File: config.mk
export PLATFORM = sky130hd
export DESIGN_NAME = drv_imp_cal
export DESIGN_NICKNAME = d
export VERILOG_FILES = /design/src/rtl/imp_cal_pkg.sv /design/src/rtl/imp_cal_timer.sv /design/src/rtl/imp_cal_stepper.sv /design/src/rtl/imp_cal_apply.sv /design/src/rtl/imp_cal_settle.sv /design/src/rtl/drv_imp_cal.sv
export SDC_FILE = /design/constraint.sdc
export NUM_CORES = 1
export LEC_CHECK = 0
export ABC_AREA = 1
export BUFFER_PORTS_ARGS = -buffer_cell sky130_fd_sc_hd__buf_2
export CORE_UTILIZATION = 55
export DETAILED_ROUTE_END_ITERATION = 8
export PLACE_DENSITY = 0.75
export SLEW_MARGIN = 5
export SYNTH_ARGS = -nofsm -noshare
export SYNTH_HDL_FRONTEND = slang
export SYNTH_SLANG_ARGS = --single-unit
File: constraint.sdc
create_clock -name clk_i -period 1.65 [get_ports clk_i]
set_input_delay 0.2475 -clock clk_i [delete_from_list [all_inputs] [get_ports clk_i]]
set_output_delay 0.2475 -clock clk_i [all_outputs]
set_load 0.1 [all_outputs]
File: src/rtl/imp_cal_pkg.sv
`timescale 1ns/1ps
package imp_cal_pkg;
  typedef enum logic [1:0] {
    STEP_HOLD = 2'd0,
    STEP_UP   = 2'd1,
    STEP_DN   = 2'd2
  } step_e;

  function automatic step_e decode_step(input logic up, input logic dn);
    if (up && !dn)      return STEP_UP;
    else if (dn && !up) return STEP_DN;
    else                return STEP_HOLD;
  endfunction
endpackage

File: src/rtl/imp_cal_timer.sv
`timescale 1ns/1ps
module imp_cal_timer #(
  parameter int EVAL_PERIOD = 32
) (
  input  logic clk_i,
  input  logic rst_ni,
  output logic tick_o
);
  localparam int CNT_W = $clog2(EVAL_PERIOD);
  localparam logic [CNT_W-1:0] LAST = CNT_W'(EVAL_PERIOD - 1);

  logic [CNT_W-1:0] cnt_q;

  always_ff @(posedge clk_i or negedge rst_ni) begin
    if (!rst_ni)           cnt_q <= '0;
    else if (cnt_q == LAST) cnt_q <= '0;
    else                   cnt_q <= cnt_q + 1'b1;
  end

  assign tick_o = (cnt_q == LAST);
endmodule

File: src/rtl/imp_cal_stepper.sv
`timescale 1ns/1ps
module imp_cal_stepper
  import imp_cal_pkg::*;
#(
  parameter int CODE_W = 6,
  parameter logic [CODE_W-1:0] RESET_CODE = CODE_W'(1 << (CODE_W - 1))
) (
  input  logic              clk_i,
  input  logic              rst_ni,
  input  logic              tick_i,
  input  logic              strap_i,
  input  logic              cmp_up_i,
  input  logic              cmp_dn_i,
  output logic [CODE_W-1:0] work_o
);
  localparam logic [CODE_W-1:0] CODE_MAX = '1;

  logic [CODE_W-1:0] work_q;
  step_e             step;

  assign step = decode_step(cmp_up_i, cmp_dn_i);

  always_ff @(posedge clk_i or negedge rst_ni) begin
    if (!rst_ni) begin
      work_q <= RESET_CODE;
    end else if (tick_i && !strap_i) begin
      unique case (step)
        STEP_UP: if (work_q != CODE_MAX) work_q <= work_q + 1'b1;
        STEP_DN: if (work_q != '0)       work_q <= work_q - 1'b1;
        default: ;
      endcase
    end
  end

  assign work_o = work_q;

  // Widened compare so a wrap 0<->max is not mistaken for a single step.
  assert_one_step_R2: assert property (@(posedge clk_i) disable iff (!rst_ni)
    !$stable(work_q) |->
      ({1'b0, work_q} == {1'b0, $past(work_q)} + 1'b1) ||
      ({1'b0, work_q} + 1'b1 == {1'b0, $past(work_q)}));

  assert_step_on_tick_R1: assert property (@(posedge clk_i) disable iff (!rst_ni)
    !$stable(work_q) |-> $past(tick_i));

  assert_no_wrap_R3: assert property (@(posedge clk_i) disable iff (!rst_ni)
    ($past(work_q) == CODE_MAX) |-> (work_q != '0));

  assert_frozen_strap_R6: assert property (@(posedge clk_i) disable iff (!rst_ni)
    $past(strap_i) |-> $stable(work_q));
endmodule

File: src/rtl/imp_cal_apply.sv
`timescale 1ns/1ps
module imp_cal_apply #(
  parameter int CODE_W = 6,
  parameter logic [CODE_W-1:0] RESET_CODE = CODE_W'(1 << (CODE_W - 1))
) (
  input  logic              clk_i,
  input  logic              rst_ni,
  input  logic              drive_i,
  input  logic [CODE_W-1:0] work_i,
  output logic [CODE_W-1:0] applied_o
);
  logic [CODE_W-1:0] applied_q;

  // A pending step is simply the gap between work_i and applied_q.
  always_ff @(posedge clk_i or negedge rst_ni) begin
    if (!rst_ni)       applied_q <= RESET_CODE;
    else if (!drive_i) applied_q <= work_i;
  end

  assign applied_o = applied_q;

  assert_apply_hiz_R4: assert property (@(posedge clk_i) disable iff (!rst_ni)
    !$stable(applied_q) |-> !$past(drive_i));

  assert_catch_up_R5: assert property (@(posedge clk_i) disable iff (!rst_ni)
    !drive_i |=> (applied_q == $past(work_i)));
endmodule

File: src/rtl/imp_cal_settle.sv
`timescale 1ns/1ps
module imp_cal_settle #(
  parameter int SETTLE_CYCLES = 1024
) (
  input  logic clk_i,
  input  logic rst_ni,
  input  logic drive_i,
  output logic settled_o
);
  localparam int CNT_W = $clog2(SETTLE_CYCLES + 1);
  localparam logic [CNT_W-1:0] LAST = CNT_W'(SETTLE_CYCLES - 1);

  logic [CNT_W-1:0] cnt_q;
  logic             settled_q;

  always_ff @(posedge clk_i or negedge rst_ni) begin
    if (!rst_ni) begin
      cnt_q     <= '0;
      settled_q <= 1'b0;
    end else if (!drive_i && !settled_q) begin
      cnt_q <= cnt_q + 1'b1;
      if (cnt_q == LAST) settled_q <= 1'b1;
    end
  end

  assign settled_o = settled_q;

  assert_sticky_R8: assert property (@(posedge clk_i) disable iff (!rst_ni)
    settled_q |=> settled_q);

  assert_rise_on_hiz_R7: assert property (@(posedge clk_i) disable iff (!rst_ni)
    $rose(settled_q) |-> !$past(drive_i));
endmodule

File: src/rtl/drv_imp_cal.sv
`timescale 1ns/1ps
module drv_imp_cal #(
  parameter int CODE_W        = 6,
  parameter int EVAL_PERIOD   = 32,
  parameter int SETTLE_CYCLES = 1024,
  parameter logic [CODE_W-1:0] RESET_CODE   = CODE_W'(1 << (CODE_W - 1)),
  parameter logic [CODE_W-1:0] MIN_IMP_CODE = '1
) (
  input  logic              clk_i,
  input  logic              rst_ni,
  input  logic              cmp_up_i,
  input  logic              cmp_dn_i,
  input  logic              drive_i,
  input  logic              strap_min_i,
  output logic [CODE_W-1:0] code_o,
  output logic              settled_o
);
  logic              tick;
  logic [CODE_W-1:0] work;
  logic [CODE_W-1:0] applied;

  imp_cal_timer #(.EVAL_PERIOD(EVAL_PERIOD)) u_timer (
    .clk_i (clk_i),
    .rst_ni(rst_ni),
    .tick_o(tick)
  );

  imp_cal_stepper #(.CODE_W(CODE_W), .RESET_CODE(RESET_CODE)) u_stepper (
    .clk_i   (clk_i),
    .rst_ni  (rst_ni),
    .tick_i  (tick),
    .strap_i (strap_min_i),
    .cmp_up_i(cmp_up_i),
    .cmp_dn_i(cmp_dn_i),
    .work_o  (work)
  );

  imp_cal_apply #(.CODE_W(CODE_W), .RESET_CODE(RESET_CODE)) u_apply (
    .clk_i    (clk_i),
    .rst_ni   (rst_ni),
    .drive_i  (drive_i),
    .work_i   (work),
    .applied_o(applied)
  );

  imp_cal_settle #(.SETTLE_CYCLES(SETTLE_CYCLES)) u_settle (
    .clk_i    (clk_i),
    .rst_ni   (rst_ni),
    .drive_i  (drive_i),
    .settled_o(settled_o)
  );

  assign code_o = strap_min_i ? MIN_IMP_CODE : applied;

  assert_strap_code_R6: assert property (@(posedge clk_i) disable iff (!rst_ni)
    strap_min_i |-> (code_o == MIN_IMP_CODE));
endmodule

### Yosys cells after proc, flatten, opt, wreduce, memory -nomap -nowiden

Cells that the tools add are included.

| operators by class | value |
|---|---|
| add/subtract/negate cells | 4 |
| eq/ne operators | 7 |
| multiplexer cells | 7 |
| reduce and logical (&&, ||, !) cells | 13 |

Operators with widths:

| cell | count |
|---|---|
| 6-bit 2-to-1 mux | 3 |
| 6-bit one-hot mux with 2 select lines | 1 |
| 11-bit by 1-bit adder with 11-bit output, second input constant | 1 |
| 11-bit by 10-bit equality test with 1-bit output, second input constant | 1 |
| 6-bit by 1-bit adder with 6-bit output, second input constant | 1 |
| 6-bit != test, second input constant | 1 |
| 6-bit nonzero test | 1 |
| 6-bit by 1-bit subtractor with 6-bit output, second input constant | 1 |
| 5-bit by 1-bit adder with 5-bit output, second input constant | 1 |
| 5-bit equality test, second input constant | 1 |
| 1-bit zero test | 5 |
| 5-bit 2-to-1 mux | 1 |
| 1-bit logical AND | 4 |
| 2-bit 2-to-1 mux | 2 |
| 2-bit by 1-bit != test with 1-bit output, second input constant | 2 |
| 4-bit AND reduction | 1 |
| 2-bit by 1-bit equality test with 1-bit output, second input constant | 1 |
| 2-bit equality test, second input constant | 1 |
| 2-bit AND reduction | 1 |
| 2-bit nonzero test | 1 |

| word-level totals | value |
|---|---|
| register bits after elaboration | 29 |
| input port bits | 6 |
| logic and storage cells | 36 |

### Logic depth before layout (Yosys ltp)

| depth | value |
|---|---|
| depth after elaboration | 7 |
| mapped depth | 13 |
| depth with buffers taken out | 13 |

### Modules after synthesis

Synthesis repeated with hierarchy kept, for this count alone.

| second synthesis, totals | value |
|---|---|
| cell total of the unflattened synthesis | 217 |
| area total of the unflattened synthesis | 1686.6 sq um |

Modules (own cells, without submodules):

| module | instances | cells each | area each (sq um) | seq. area each (sq um) |
|---|---|---|---|---|
| imp_cal_settle | 1 | 72 | 630.6 | 300.3 |
| imp_cal_stepper | 1 | 87 | 579.3 | 151.4 |
| imp_cal_apply | 1 | 25 | 222.7 | 151.4 |
| imp_cal_timer | 1 | 20 | 205.2 | 125.1 |
| drv_imp_cal | 1 | 13 | 48.8 | 0.0 |

### Worst setup path before layout

OpenSTA, ideal clock, no wires.

| timing path | value |
|---|---|
| path type | reg-to-reg |
| start point | reg u_settle.settled_q, in the netlist u_settle.settled_o |
| end point | reg u_settle.settled_q, in the netlist u_settle.settled_o |
| setup time | 75 ps |
| data arrival time | 1707 ps |
| required time | 1575 ps |
| path slack | -132 ps |
| cell stages (with the launch flop) | 7 |
| buffers on the path | 0 |
| period minus slack after synthesis | 1782 ps |
| path through | dfrtp_1 -> nor2_4 -> nand4_2 -> or2_4 -> nor2_4 -> nand3_1 -> o21bai_2 |

| between the ends | value |
|---|---|
| longest elaborated chain between the ends | 3 |

Ends and longest elaborated chain:

| element | RTL line | source |
|---|---|---|
| from (decl) | imp_cal_settle.sv:14 | `logic settled_q;` |
| from (signal assigned) | imp_cal_settle.sv:19 | `settled_q <= 1'b0;` |
| from (signal assigned) | imp_cal_settle.sv:22 | `if (cnt_q == LAST) settled_q <= 1'b1;` |
| 1-bit zero test | imp_cal_settle.sv:20 | `end else if (!drive_i && !settled_q) begin` |
| 1-bit logical AND | imp_cal_settle.sv:20 |  |
| 2-bit AND reduction (no source line) | - |  |

Every way passes these cells.
A chain may end at the register's enable or synchronous reset.

### Worst setup path after layout

| timing path | value |
|---|---|
| start point | reg u_apply.applied_q[5], in the netlist u_apply.applied_o[5] |
| end point | out code_o[5] |

| between the ends | value |
|---|---|
| longest elaborated chain between the ends | 1 |

Ends and longest elaborated chain:

| element | RTL line | source |
|---|---|---|
| from (decl) | imp_cal_apply.sv:12 | `logic [CODE_W-1:0] applied_q;` |
| from (signal assigned) | imp_cal_apply.sv:17 | `else if (!drive_i) applied_q <= work_i;` |
| 6-bit 2-to-1 mux | drv_imp_cal.sv:53 | `assign code_o = strap_min_i ? MIN_IMP_CODE : applied;` |
| to (decl) | drv_imp_cal.sv:15 | `output logic [CODE_W-1:0] code_o,` |

Every way passes these cells.

==> results.toml <==
[layout]
num_antenna_cells = 0
stdcell_area_sq_um = 1770
n_fill_cell = 198
fin_util = 0.691
final_net_count = 196
drive_gt1_frac = 0.342
regArea_sq_um = 729
multi_input_area_sq_um = 771
stdcell_count = 217
area_growth_pct = 14.6

[logic_synthesis]
seq_area_frac_synth = 0.471
syn_nets = 175
synth_area_sq_um = 1550
yosysTopAreaCell = "dfrtp_1"
synth_top_cells_by_area = "dfrtp_1 44%, nand2_1 9.0%, xor2_1 5.7%"
synth_common_cells = "37 x nand2_1, 27 x dfrtp_1, 12 x inv_1, 10 x xor2_1"
synthCells = 165
yosysMostFrequentCell = "nand2_1"
synth_top_area_frac = 0.437
ys.flop_type = "dfrtp_1"
yosys_register_bits = 29
synthArstFlopShare = 1.00
synthDistinctLibCells = 30
yosys_warnings = 0
synth.avg_cell_area_sq_um = 9.37
synth_edf_count = 0

[global_routing]
grt_pass1_vias = 1068
gr-total-overflow = 0
track_usage = 0.223
grt_antenna_before_repair = 0
grt_pass1_wl_microns = 4570
grt_max_degree = 30

[critical_path]
worstPathArrival_ns = 1.29
cp_slowest_cell = "dfstp_2"
critical_path_class = "reg -> out"
path_cells = "or2_2 -> clkbuf_4"
path_max_fanout = 2
worstPathRequired_ns = 1.40
cp-startpoint = "u_apply.applied_o[5]"
crit_buf_inv = 1
crit-reg2reg-launch = "u_timer.cnt_q[0]"
cp-start-kind = "flip-flop"
slowest_delay_ns = 0.55
cp_top_family = "flip-flops"
critPathCaptureType = "output pin"

[power]
ir_drop_uv = 1110
leakage_nw = 0.895
powerDensity_nw_per_um2 = 1090
power.total_mw = 1.94

[drt]
dr.pass1.iters = 4
drt-wirelength-per-cell_microns = 13.1
ant_nets = 0
drc = 0
vias = 1141
vias_per_cell = 5.26
finalWirelength_microns = 2850
drt_iter0_drc = 19

[floorplanning]
die_x_microns = 55.0
start_util = 0.602
die_h_microns = 55.0
die-area_sq_um = 3030
rows = 18
core_sq_um = 2570
ios = 13

[cts]
cts.clk_slew.worst_paths_ns = 0.10
cts_sinks = 29
clock_latency_ns = 0.33
cts_buffers = 5
cts_root_buf = "clkbuf_4"
cts_htree_levels = 2
tritoncts = "done"
clockBufferDepth = 2

[sta]
tightest_slew_ns = 0.633
holdWs_ns = 0.230
final.setup_skew_ns = 0.0166
drv_slew = 0
fin_setup_tns_ns = 0
min_period_over_period = 0.933
period_minus_slack_ns = 1.54
rsz0062_at_grt = "no"
hold_viol = 0
fmax_mhz = 650
setup_ws_ns = 0.111
relSlewSlack = 0.578
finalSetupViolations = 0

[placed_design]
gp_congestion = 0.900
dp_hpwl_microns = 2070
pre_cts_slack_ns = 0.0716
numPortBuffers = 12
dpl_cell_area_sq_um = 1650
dp.cells = 207

[min_path]
min_from = "drive_i"
hold_path_class = "in -> reg"

[outcome]
status = "completed"

[run]
maxCapViolCount = 0
-- flip-flops by register name, summed over array words and instances, names as in the netlist --
register and flops:
u_stepper.work_o 6, u_settle.cnt_q 11, u_apply.applied_o 6, u_timer.cnt_q 5, u_settle.settled_o 1
-- cells by family after synthesis --
kind of cell,after synthesis,synth area share
simple gates,88,0.322
mux,1,0.00728
compound gates,13,0.0477
flops,29,0.471
buf+inv,16,0.0405
xor+xnor,14,0.0793
fa+ha+maj,4,0.0324
-- routing by layer --
metal	part of all wire	global-route usage
met2	0.54	0.408
met4	0.013	0.104
met5	0	0
met3	0.029	0.0574
met1	0.42	0.238
-- where the power goes --
| part | total (mW) | switching, mW | internal [mW] |
|---|---|---|---|
| sequential | 0.920 | 0.100 | 0.820 |
| combinational | 0.409 | 0.258 | 0.151 |
| clock | 0.609 | 0.249 | 0.360 |
-- worst reg2reg max path, delay by kind of cell (launching register included) --
family          cells  cell delay, ns
simple gates        6            0.51
buf+inv             1            0.08
compound gates      1            0.07
fa+ha+maj           2            0.40
flops               1            0.40
-- final cells by class --
cell class / instances / area share
Clock buffer: 6 / 0.0289
Sequential cell: 29 / 0.411
Inverter: 15 / 0.0332
Timing Repair Buffer: 15 / 0.0494
Multi-Input combinational cell: 120 / 0.435
Clock inverter: 2 / 0.0212
Tap cell: 30 / 0.0212
-- cells in the final DEF, fill, tap and decap left out, types with 5 or more instances in the layout --
cell type | Yosys | routed
xor2_1 | 10 | 10
nor2_1 | 9 | 7
nand2_2 | 9 | 8
o21ai_0 | 9 | 9
nand2_1 | 37 | 37
nor2_4 | 5 | 5
clkbuf_4 | 0 | 6
inv_1 | 12 | 12
buf_2 | 0 | 11
dfrtp_1 | 27 | 26
or2_2 | 6 | 6
nand3_1 | 8 | 8
-- path summary, 6_finish.rpt --
path,end,slack [ns],cells after the start
max in group asynchronous,u_settle.settled_o,0.74,2
setup / recovery,code_o[5],0.11,2
min in group asynchronous,u_timer.cnt_q[2],0.46,2
hold reg to reg,u_timer.cnt_q[0],0.48,1
setup reg to reg,u_stepper.work_o[1],0.12,10
hold / removal,u_apply.applied_o[5],0.23,3
-- repair_timing --
| action | 4_1_cts | 5_1_grt |
|---|---|---|
| gates resized for setup | 0 | 6 |
| setup buffers | 0 | 1 |
| endpoints found under the setup margin | 0 | 7 |
| endpoints found under the hold margin | 27 | 0 |
| hold buffers | 1 | 0 |
Power figures use the tool's default switching activity.
